### config.mk
export PLATFORM = sky130hd
export DESIGN_NAME = softint_pil_unit
export DESIGN_NICKNAME = d
export VERILOG_FILES = /design/src/rtl/softint_pkg.sv /design/src/rtl/softint_next.sv /design/src/rtl/softint_mask.sv /design/src/rtl/softint_pil_unit.sv
export SDC_FILE = /design/constraint.sdc
export NUM_CORES = 1
export LEC_CHECK = 0
export ABC_AREA = 1
export BUFFER_PORTS_ARGS = -buffer_cell sky130_fd_sc_hd__buf_2
export CAP_MARGIN = 30
export CORE_UTILIZATION = 35
export DETAILED_ROUTE_END_ITERATION = 7
export MAX_ROUTING_LAYER = met4
export PLACE_DENSITY_LB_ADDON = 0.25
export SETUP_SLACK_MARGIN = 0.3
export SLEW_MARGIN = 20
export SYNTH_ARGS = -nofsm -noshare
export SYNTH_HDL_FRONTEND = slang
export SYNTH_SLANG_ARGS = --single-unit
### constraint.sdc
create_clock -name clk -period 0.9 [get_ports clk]
set_input_delay 0.135 -clock clk [delete_from_list [all_inputs] [get_ports clk]]
set_output_delay 0.135 -clock clk [all_outputs]
set_load 0.1 [all_outputs]
### src/rtl/softint_pkg.sv
package softint_pkg;
    typedef enum logic [1:0] {
        SEL_DIRECT = 2'b00,
        SEL_SET    = 2'b01,
        SEL_CLEAR  = 2'b10,
        SEL_RSVD   = 2'b11
    } wr_sel_e;
endpackage

### src/rtl/softint_next.sv
module softint_next #(
    parameter int NUM_BITS = 17
) (
    input  logic [NUM_BITS-1:0]  cur,
    input  logic                 wr_en,
    input  softint_pkg::wr_sel_e wr_sel,
    input  logic [NUM_BITS-1:0]  wr_data,
    input  logic [NUM_BITS-1:0]  hw_set,
    output logic [NUM_BITS-1:0]  nxt
);
    import softint_pkg::*;
    logic [NUM_BITS-1:0] sw_val;

    always_comb begin
        sw_val = cur;
        if (wr_en) begin
            case (wr_sel)
                SEL_DIRECT: sw_val = wr_data;
                SEL_SET:    sw_val = cur | wr_data;
                SEL_CLEAR:  sw_val = cur & ~wr_data;
                default:    sw_val = cur;
            endcase
        end
        // hardware strobes are applied last so they override software
        nxt = sw_val | hw_set;
    end
endmodule

### src/rtl/softint_mask.sv
module softint_mask #(
    parameter int NUM_BITS  = 17,
    parameter int PIL_W     = 4,
    parameter int EDGE_GATE = 14
) (
    input  logic [NUM_BITS-1:0] bits,
    input  logic [PIL_W-1:0]    pil,
    output logic [NUM_BITS-1:0] req
);
    localparam int TOP = NUM_BITS - 1;

    logic edge_open;
    assign edge_open = (32'(pil) < EDGE_GATE);

    for (genvar n = 0; n < NUM_BITS; n++) begin : g_bit
        if (n == 0 || n == TOP) begin : g_edge
            assign req[n] = bits[n] & edge_open;
        end else begin : g_level
            assign req[n] = bits[n] & (n > 32'(pil));
        end
    end
endmodule

### src/rtl/softint_pil_unit.sv
module softint_pil_unit #(
    parameter int NUM_BITS  = 17,
    parameter int PIL_W     = 4,
    parameter int EDGE_GATE = 14
) (
    input  logic                clk,
    input  logic                rst_n,
    input  logic                wr_en,
    input  logic [1:0]          wr_sel,
    input  logic [NUM_BITS-1:0] wr_data,
    input  logic                pil_wr,
    input  logic [PIL_W-1:0]    pil_data,
    input  logic                tick_match,
    input  logic                stick_match,
    output logic [NUM_BITS-1:0] rd_data,
    output logic [PIL_W-1:0]    pil_q,
    output logic [NUM_BITS-1:0] irq_req
);
    import softint_pkg::*;
    localparam int TOP = NUM_BITS - 1;

    typedef struct packed {
        logic [NUM_BITS-1:0] bits;
        logic [PIL_W-1:0]    pil;
    } state_t;

    state_t state_d, state_q;
    logic [NUM_BITS-1:0] hw_set;
    logic [NUM_BITS-1:0] bits_nxt;

    always_comb begin
        hw_set      = '0;
        hw_set[0]   = tick_match;
        hw_set[TOP] = stick_match;
    end

    softint_next #(.NUM_BITS(NUM_BITS)) u_next (
        .cur     (state_q.bits),
        .wr_en   (wr_en),
        .wr_sel  (wr_sel_e'(wr_sel)),
        .wr_data (wr_data),
        .hw_set  (hw_set),
        .nxt     (bits_nxt)
    );

    always_comb begin
        state_d      = state_q;
        state_d.bits = bits_nxt;
        if (pil_wr) state_d.pil = pil_data;
    end

    always_ff @(posedge clk) begin
        if (!rst_n) state_q <= '0;
        else        state_q <= state_d;
    end

    softint_mask #(.NUM_BITS(NUM_BITS), .PIL_W(PIL_W), .EDGE_GATE(EDGE_GATE)) u_mask (
        .bits (state_q.bits),
        .pil  (state_q.pil),
        .req  (irq_req)
    );

    assign rd_data = state_q.bits;
    assign pil_q   = state_q.pil;
endmodule

==> impl_metrics.prom, run 1 <==
# TYPE chip_impl_metric gauge
chip_impl_metric{name="die_width",unit="um"} 62.1
chip_impl_metric{name="numPlacedInstances",unit=""} 331
chip_impl_metric{name="grt_usage",unit=""} 0.735
chip_impl_info{name="globalroute.repair_timing.worst_endpoint",value="irq_req[7]"} 1
chip_impl_metric{name="clock_sinks",unit=""} 21
chip_impl_metric{name="antenna_found_initial",unit=""} 1
chip_impl_metric{name="mean_area_per_synthesized_cell",unit="um^2"} 6.69
chip_impl_metric{name="preCtsSetupSlack",unit="ps"} -426
chip_impl_metric{name="die_y",unit="um"} 62.1
chip_impl_metric{name="cts_made_buffers",unit=""} 3
chip_impl_info{name="netlist_top_cells_area",value="sky130_fd_sc_hd__dfxtp_1 33%, sky130_fd_sc_hd__nand2_1 18%, sky130_fd_sc_hd__inv_1 9.8%"} 1
chip_impl_metric{name="synthCells",unit=""} 189
chip_impl_metric{name="htree_num_levels",unit=""} 1
chip_impl_metric{name="synth.yosys.seq_area_share",unit=""} 0.332
chip_impl_metric{name="initial_core_util",unit=""} 0.373
chip_impl_metric{name="portion_of_synthesized_cell_area_occupied_by_the_leading_cell_type",unit=""} 0.332
chip_impl_metric{name="yosys_register_bits",unit=""} 21
chip_impl_metric{name="clock_tree.buffer_depth",unit=""} 2
chip_impl_metric{name="post_synth_instance_area",unit="um^2"} 1260
chip_impl_info{name="clock-root-buffer",value="sky130_fd_sc_hd__clkbuf_4"} 1
chip_impl_metric{name="rows",unit=""} 21
chip_impl_info{name="worstEpCategory",value="output port"} 1
chip_impl_metric{name="gp_congestion",unit=""} 0.799
chip_impl_info{name="error_message",value="[ERROR GRT-0232] Routing congestion too high. Check the congestion heatmap in the GUI."} 1
chip_impl_metric{name="hpwlAfterDp",unit="mm"} 3.67
chip_impl_metric{name="floorplan.io_pins",unit=""} 67
chip_impl_info{name="haltStage",value="global routing"} 1
chip_impl_metric{name="quantity_of_i_o_buffers_inserted_on_ports",unit=""} 66
chip_impl_metric{name="ys_types",unit=""} 21
chip_impl_info{name="synth_top_area_cell",value="sky130_fd_sc_hd__dfxtp_1"} 1
chip_impl_metric{name="pin_count_of_the_biggest_net_entering_global_routing",unit=""} 18
chip_impl_metric{name="grt_remaining_overflow",unit=""} 118
chip_impl_metric{name="holdBufCountCts",unit=""} 0
chip_impl_metric{name="mappedNetlistNets",unit=""} 218
chip_impl_info{name="status",value="stopped before the end"} 1
chip_impl_metric{name="ys.warnings.count",unit=""} 0
## cells by family after synthesis
group,after synthesis,share of synthesized area
buf+inv,42,0.155
simple gates,90,0.337
compound gates,36,0.175
flops,21,0.332
## per-stage QoR
stage / hold slack [ps] / TNS, ps / util / instance area, um^2
detailed placement: 395 / -5100 / 0.806 / 2730
floorplan: 263 / -9400 / - / 1550
global placement: 392 / -3790 / 0.806 / 2730
CTS: 56.5 / -13190 / 0.914 / 3100
## metal layers
metal / GRT overflow / GRT usage
met3: 1 / 0.307
met5: - / -
met4: 62 / 0.965
met2: 54 / 0.986
met1: 1 / 0.701
## repair_timing
| item | in CTS |
|---|---|
| setup buffers | 11 |
| pin swaps | 20 |
| resized for setup | 68 |
| setup endpoints to repair | 59 |
## cells in the mapped netlist
master,number
sky130_fd_sc_hd__buf_6,1
sky130_fd_sc_hd__nor2_1,10
sky130_fd_sc_hd__buf_8,1
sky130_fd_sc_hd__nand3_1,5
sky130_fd_sc_hd__a21oi_2,9
sky130_fd_sc_hd__a21boi_0,1
sky130_fd_sc_hd__nor3b_1,2
sky130_fd_sc_hd__nand2_1,60
sky130_fd_sc_hd__clkinv_2,1
sky130_fd_sc_hd__inv_2,3
sky130_fd_sc_hd__o21ai_0,9
sky130_fd_sc_hd__inv_1,33
sky130_fd_sc_hd__a21oi_1,15
sky130_fd_sc_hd__o21a_1,1
sky130_fd_sc_hd__nand2_4,1
sky130_fd_sc_hd__dfxtp_1,21
sky130_fd_sc_hd__nand2_2,2
sky130_fd_sc_hd__buf_12,1
sky130_fd_sc_hd__o211ai_1,1
sky130_fd_sc_hd__nand3_2,10
sky130_fd_sc_hd__buf_2,2
==> inputs of run 2 (changes only) <==
--- a/config.mk
+++ b/config.mk
@@ -8,11 +8,9 @@
 export ABC_AREA = 1
 export BUFFER_PORTS_ARGS = -buffer_cell sky130_fd_sc_hd__buf_2
 export CAP_MARGIN = 30
-export CORE_UTILIZATION = 35
+export CORE_UTILIZATION = 20
 export DETAILED_ROUTE_END_ITERATION = 7
-export MAX_ROUTING_LAYER = met4
-export PLACE_DENSITY_LB_ADDON = 0.25
-export SETUP_SLACK_MARGIN = 0.3
+export PLACE_DENSITY_LB_ADDON = 0.15
 export SLEW_MARGIN = 20
 export SYNTH_ARGS = -nofsm -noshare
 export SYNTH_HDL_FRONTEND = slang
==> constraint.sdc (replaced) <==
create_clock -name clk -period 1.2 [get_ports clk]
set_input_delay 0.18 -clock clk [delete_from_list [all_inputs] [get_ports clk]]
set_output_delay 0.18 -clock clk [all_outputs]
set_load 0.1 [all_outputs]
==> run 2 against run 1 <==
- the flow now finishes, with violations (negative setup slack)
- synthesized cell count is the same
- synthesized area unchanged
==> impl_metrics.prom, run 2 <==
# TYPE chip_impl_metric gauge
chip_impl_metric{name="final_layout_size_suffix_gt1_frac",unit=""} 0.630
chip_impl_metric{name="finalNonFillerCells",unit=""} 351
chip_impl_info{name="cts_tree",value="done"} 1
chip_impl_metric{name="later_pin_clock_latency_in_the_skew_report",unit="ps"} 260
chip_impl_metric{name="grt_remaining_overflow",unit=""} 0
chip_impl_metric{name="setup_slack",unit="ps"} -290
chip_impl_metric{name="portion_of_synthesized_cell_area_occupied_by_the_leading_cell_type",unit=""} 0.332
chip_impl_metric{name="hpwlAfterDp",unit="mm"} 3.30
chip_impl_metric{name="clock.fmax",unit="GHz"} 0.671
chip_impl_info{name="clock-root-buffer",value="sky130_fd_sc_hd__clkbuf_8"} 1
chip_impl_info{name="grt_setup_unrepaired",value="yes"} 1
chip_impl_metric{name="power.density_cell_area",unit="nW/um^2"} 891
chip_impl_metric{name="largest_register_ffs",unit=""} 17
chip_impl_metric{name="numPlacedInstances",unit=""} 344
chip_impl_metric{name="synth.yosys.seq_area_share",unit=""} 0.332
chip_impl_metric{name="floorplan.io_pins",unit=""} 67
chip_impl_metric{name="irDropWorstVdd",unit="uV"} 486
chip_impl_metric{name="grt_pass1_vias",unit=""} 1414
chip_impl_info{name="hold_path.class",value="primary input to flip-flop"} 1
chip_impl_metric{name="cts_made_buffers",unit=""} 3
chip_impl_info{name="timing.rr.end",value="pil_q[3]"} 1
chip_impl_info{name="crit_path_start_kind",value="flip-flop"} 1
chip_impl_metric{name="setup_total_negative_slack",unit="ps"} -3650
chip_impl_metric{name="antenna_found_initial",unit=""} 0
chip_impl_metric{name="synth_enable_flop_cells",unit=""} 0
chip_impl_metric{name="crit_arrival",unit="ps"} 1310
chip_impl_metric{name="preCtsSetupSlack",unit="ps"} -118
chip_impl_info{name="setup.worst_path.end_class",value="primary output"} 1
chip_impl_metric{name="fp.dieArea",unit="um^2"} 6650
chip_impl_metric{name="die_y",unit="um"} 81.5
chip_impl_metric{name="worst_pin_slew",unit="ps"} 422
chip_impl_metric{name="post-route-cell-area",unit="um^2"} 2790
chip_impl_metric{name="gp_congestion",unit=""} 0.736
chip_impl_info{name="status",value="finished with violations"} 1
chip_impl_metric{name="detail_route.drc_violations",unit=""} 0
chip_impl_metric{name="synthCells",unit=""} 189
chip_impl_info{name="violations",value="negative setup slack"} 1
chip_impl_metric{name="diodes",unit=""} 0
chip_impl_metric{name="drt_iter0_drc",unit=""} 37
chip_impl_metric{name="clock_tree.buffer_depth",unit=""} 2
chip_impl_metric{name="layout_worst_path_cycle_share",unit=""} 1.24
chip_impl_metric{name="areaGrowthSynthToFinish",unit="%"} 120
chip_impl_metric{name="grt_pass1_wl",unit="mm"} 6.80
chip_impl_info{name="netlist_top_cells_area",value="sky130_fd_sc_hd__dfxtp_1 33%, sky130_fd_sc_hd__nand2_1 18%, sky130_fd_sc_hd__inv_1 9.8%"} 1
chip_impl_metric{name="totalWireLength",unit="mm"} 4.18
chip_impl_info{name="worstHoldStart",value="wr_data[1]"} 1
chip_impl_metric{name="ys.warnings.count",unit=""} 0
chip_impl_metric{name="drt_pass1_iterations",unit=""} 4
chip_impl_metric{name="die_width",unit="um"} 81.5
chip_impl_info{name="synth_top_area_cell",value="sky130_fd_sc_hd__dfxtp_1"} 1
chip_impl_info{name="synth.cells.most_frequent",value="60 x sky130_fd_sc_hd__nand2_1, 33 x sky130_fd_sc_hd__inv_1, 21 x sky130_fd_sc_hd__dfxtp_1, 15 x sky130_fd_sc_hd__a21oi_1"} 1
chip_impl_info{name="synth.most_common_cell",value="sky130_fd_sc_hd__nand2_1"} 1
chip_impl_metric{name="detailroute.via_count",unit=""} 1461
chip_impl_info{name="regToRegStartpoint",value="pil_q[3]"} 1
chip_impl_metric{name="core_area",unit="um^2"} 6030
chip_impl_metric{name="worst_setup_hold_path_clk_slew",unit="ps"} 80
chip_impl_metric{name="pin_count_of_the_biggest_net_entering_global_routing",unit=""} 18
chip_impl_info{name="timing.setup.critical_path_class",value="flip-flop to primary output"} 1
chip_impl_info{name="synthFlopType",value="sky130_fd_sc_hd__dfxtp_1"} 1
chip_impl_metric{name="wl_per_cell",unit="um"} 11.9
chip_impl_info{name="whs_endpoint",value="rd_data[1]"} 1
chip_impl_info{name="final_common_cell",value="sky130_fd_sc_hd__nand2_1"} 1
chip_impl_metric{name="mappedNetlistNets",unit=""} 218
chip_impl_metric{name="critical_path_required",unit="ps"} 1020
chip_impl_metric{name="period_needed",unit="ps"} 1490
chip_impl_metric{name="timing_max_transition_violations_final",unit=""} 0
chip_impl_metric{name="mean_area_per_synthesized_cell",unit="um^2"} 6.69
chip_impl_metric{name="clock_sinks",unit=""} 21
chip_impl_metric{name="initial_core_util",unit=""} 0.210
chip_impl_metric{name="post_synth_instance_area",unit="um^2"} 1260
chip_impl_metric{name="antenna_violating_nets_post_route",unit=""} 0
chip_impl_metric{name="quantity_of_i_o_buffers_inserted_on_ports",unit=""} 66
chip_impl_metric{name="r2r_slack",unit="ps"} 390
chip_impl_metric{name="ff2ff_path_depth",unit=""} 3
chip_impl_metric{name="ys_types",unit=""} 21
chip_impl_metric{name="worst_hold_path.num_cells",unit=""} 3
chip_impl_metric{name="worst-path-max-fanout",unit=""} 4
chip_impl_metric{name="leakage",unit="nW"} 1.22
chip_impl_metric{name="finalHoldViolCount",unit=""} 0
chip_impl_metric{name="timing.slew.headroom",unit=""} 0.719
chip_impl_metric{name="yosys_register_bits",unit=""} 21
chip_impl_metric{name="rows",unit=""} 28
chip_impl_metric{name="design.final.nets",unit=""} 306
chip_impl_metric{name="placement_stage_cell_area",unit="um^2"} 2590
chip_impl_metric{name="grt_usage",unit=""} 0.136
chip_impl_info{name="final_cell_mix",value="50 x sky130_fd_sc_hd__nand2_1, 41 x sky130_fd_sc_hd__buf_12, 28 x sky130_fd_sc_hd__buf_2, 23 x sky130_fd_sc_hd__inv_1, 15 x sky130_fd_sc_hd__dfxtp_4"} 1
chip_impl_metric{name="htree_num_levels",unit=""} 1
chip_impl_metric{name="synth-async-reset-ratio",unit=""} 0
chip_impl_metric{name="cap_viol_max_count",unit=""} 0
chip_impl_metric{name="clock-skew-final",unit="ps"} 0
chip_impl_metric{name="setup_viol",unit=""} 18
chip_impl_metric{name="route.detailed.vias_per_inst",unit=""} 4.16
-- run 2: cell counts after synthesis --
Identical to the previous run, type by type.
-- run 2: worst max-delay path by stage --
stage | slack (ps) | start | endpoint
2_1_floorplan | -510 | pil_q[1] | irq_req[1]
3_3_place_gp | -110 | pil_q[2] | irq_req[6]
3_5_place_dp | -120 | pil_q[2] | irq_req[5]
4_1_cts | -310 | pil_q[1] | irq_req[7]
5_1_grt | -350 | pil_q[3] | irq_req[3]
6_report | -290 | pil_q[1] | irq_req[7]
-- run 2: area by class of cell --
type	count	area, um^2
clock buffer	3	41.3
clock inverter	1	5.00
fill	608	3240
inverter	37	160
multi-input combinational	126	872
sequential	21	484
tap	75	93.8
timing repair buffer	88	1130
-- run 2: logic make-up after synthesis --
| kind of cell | Yosys count | share of synthesized area |
|---|---|---|
| buf+inv | 42 | 0.155 |
| flops | 21 | 0.332 |
| simple gates | 90 | 0.337 |
| compound gates | 36 | 0.175 |
-- run 2: critical path, stage by stage, from the launching register on --
cell and delay, ps:
sky130_fd_sc_hd__dfxtp_4 390, sky130_fd_sc_hd__nand2_4 60, sky130_fd_sc_hd__o211ai_1 250, sky130_fd_sc_hd__clkinvlp_4 160, sky130_fd_sc_hd__buf_12 180
-- run 2: metrics by stage --
step           total power, W   util  hold WS (ps)
2_1_floorplan         0.00151      -           308
3_3_place_gp          0.00197  0.429           437
3_5_place_dp          0.00197  0.429           443
4_1_cts               0.00252  0.458           160
5_1_grt               0.00260  0.462           174
6_report              0.00248  0.462           167
-- run 2: power by group --
group | leakage (nW) | total [W] | switching, W | internal [W]
sequential | 0.185 | 0.000786 | 0.0000623 | 0.000723
combinational | 1.01 | 0.00123 | 0.000762 | 0.000463
clock | 0.0255 | 0.000471 | 0.000240 | 0.000231
-- run 2: repair_timing --
action	in CTS	in global routing
cloned	0	0
hold buffers	0	0
pin swaps	11	3
resized for setup	31	4
buffers inserted	2	1
setup endpoints to repair	18	17
-- run 2: layer usage --
layer	GRT usage	wire length (um)	vias to the layer above
li1	-	-	764
met1	0.183	1950	648
met5	0	0	-
met2	0.220	1980	47
met3	0.0267	235	2
met4	0.0321	16	0
No activity file was read; power rests on OpenSTA's default activity.
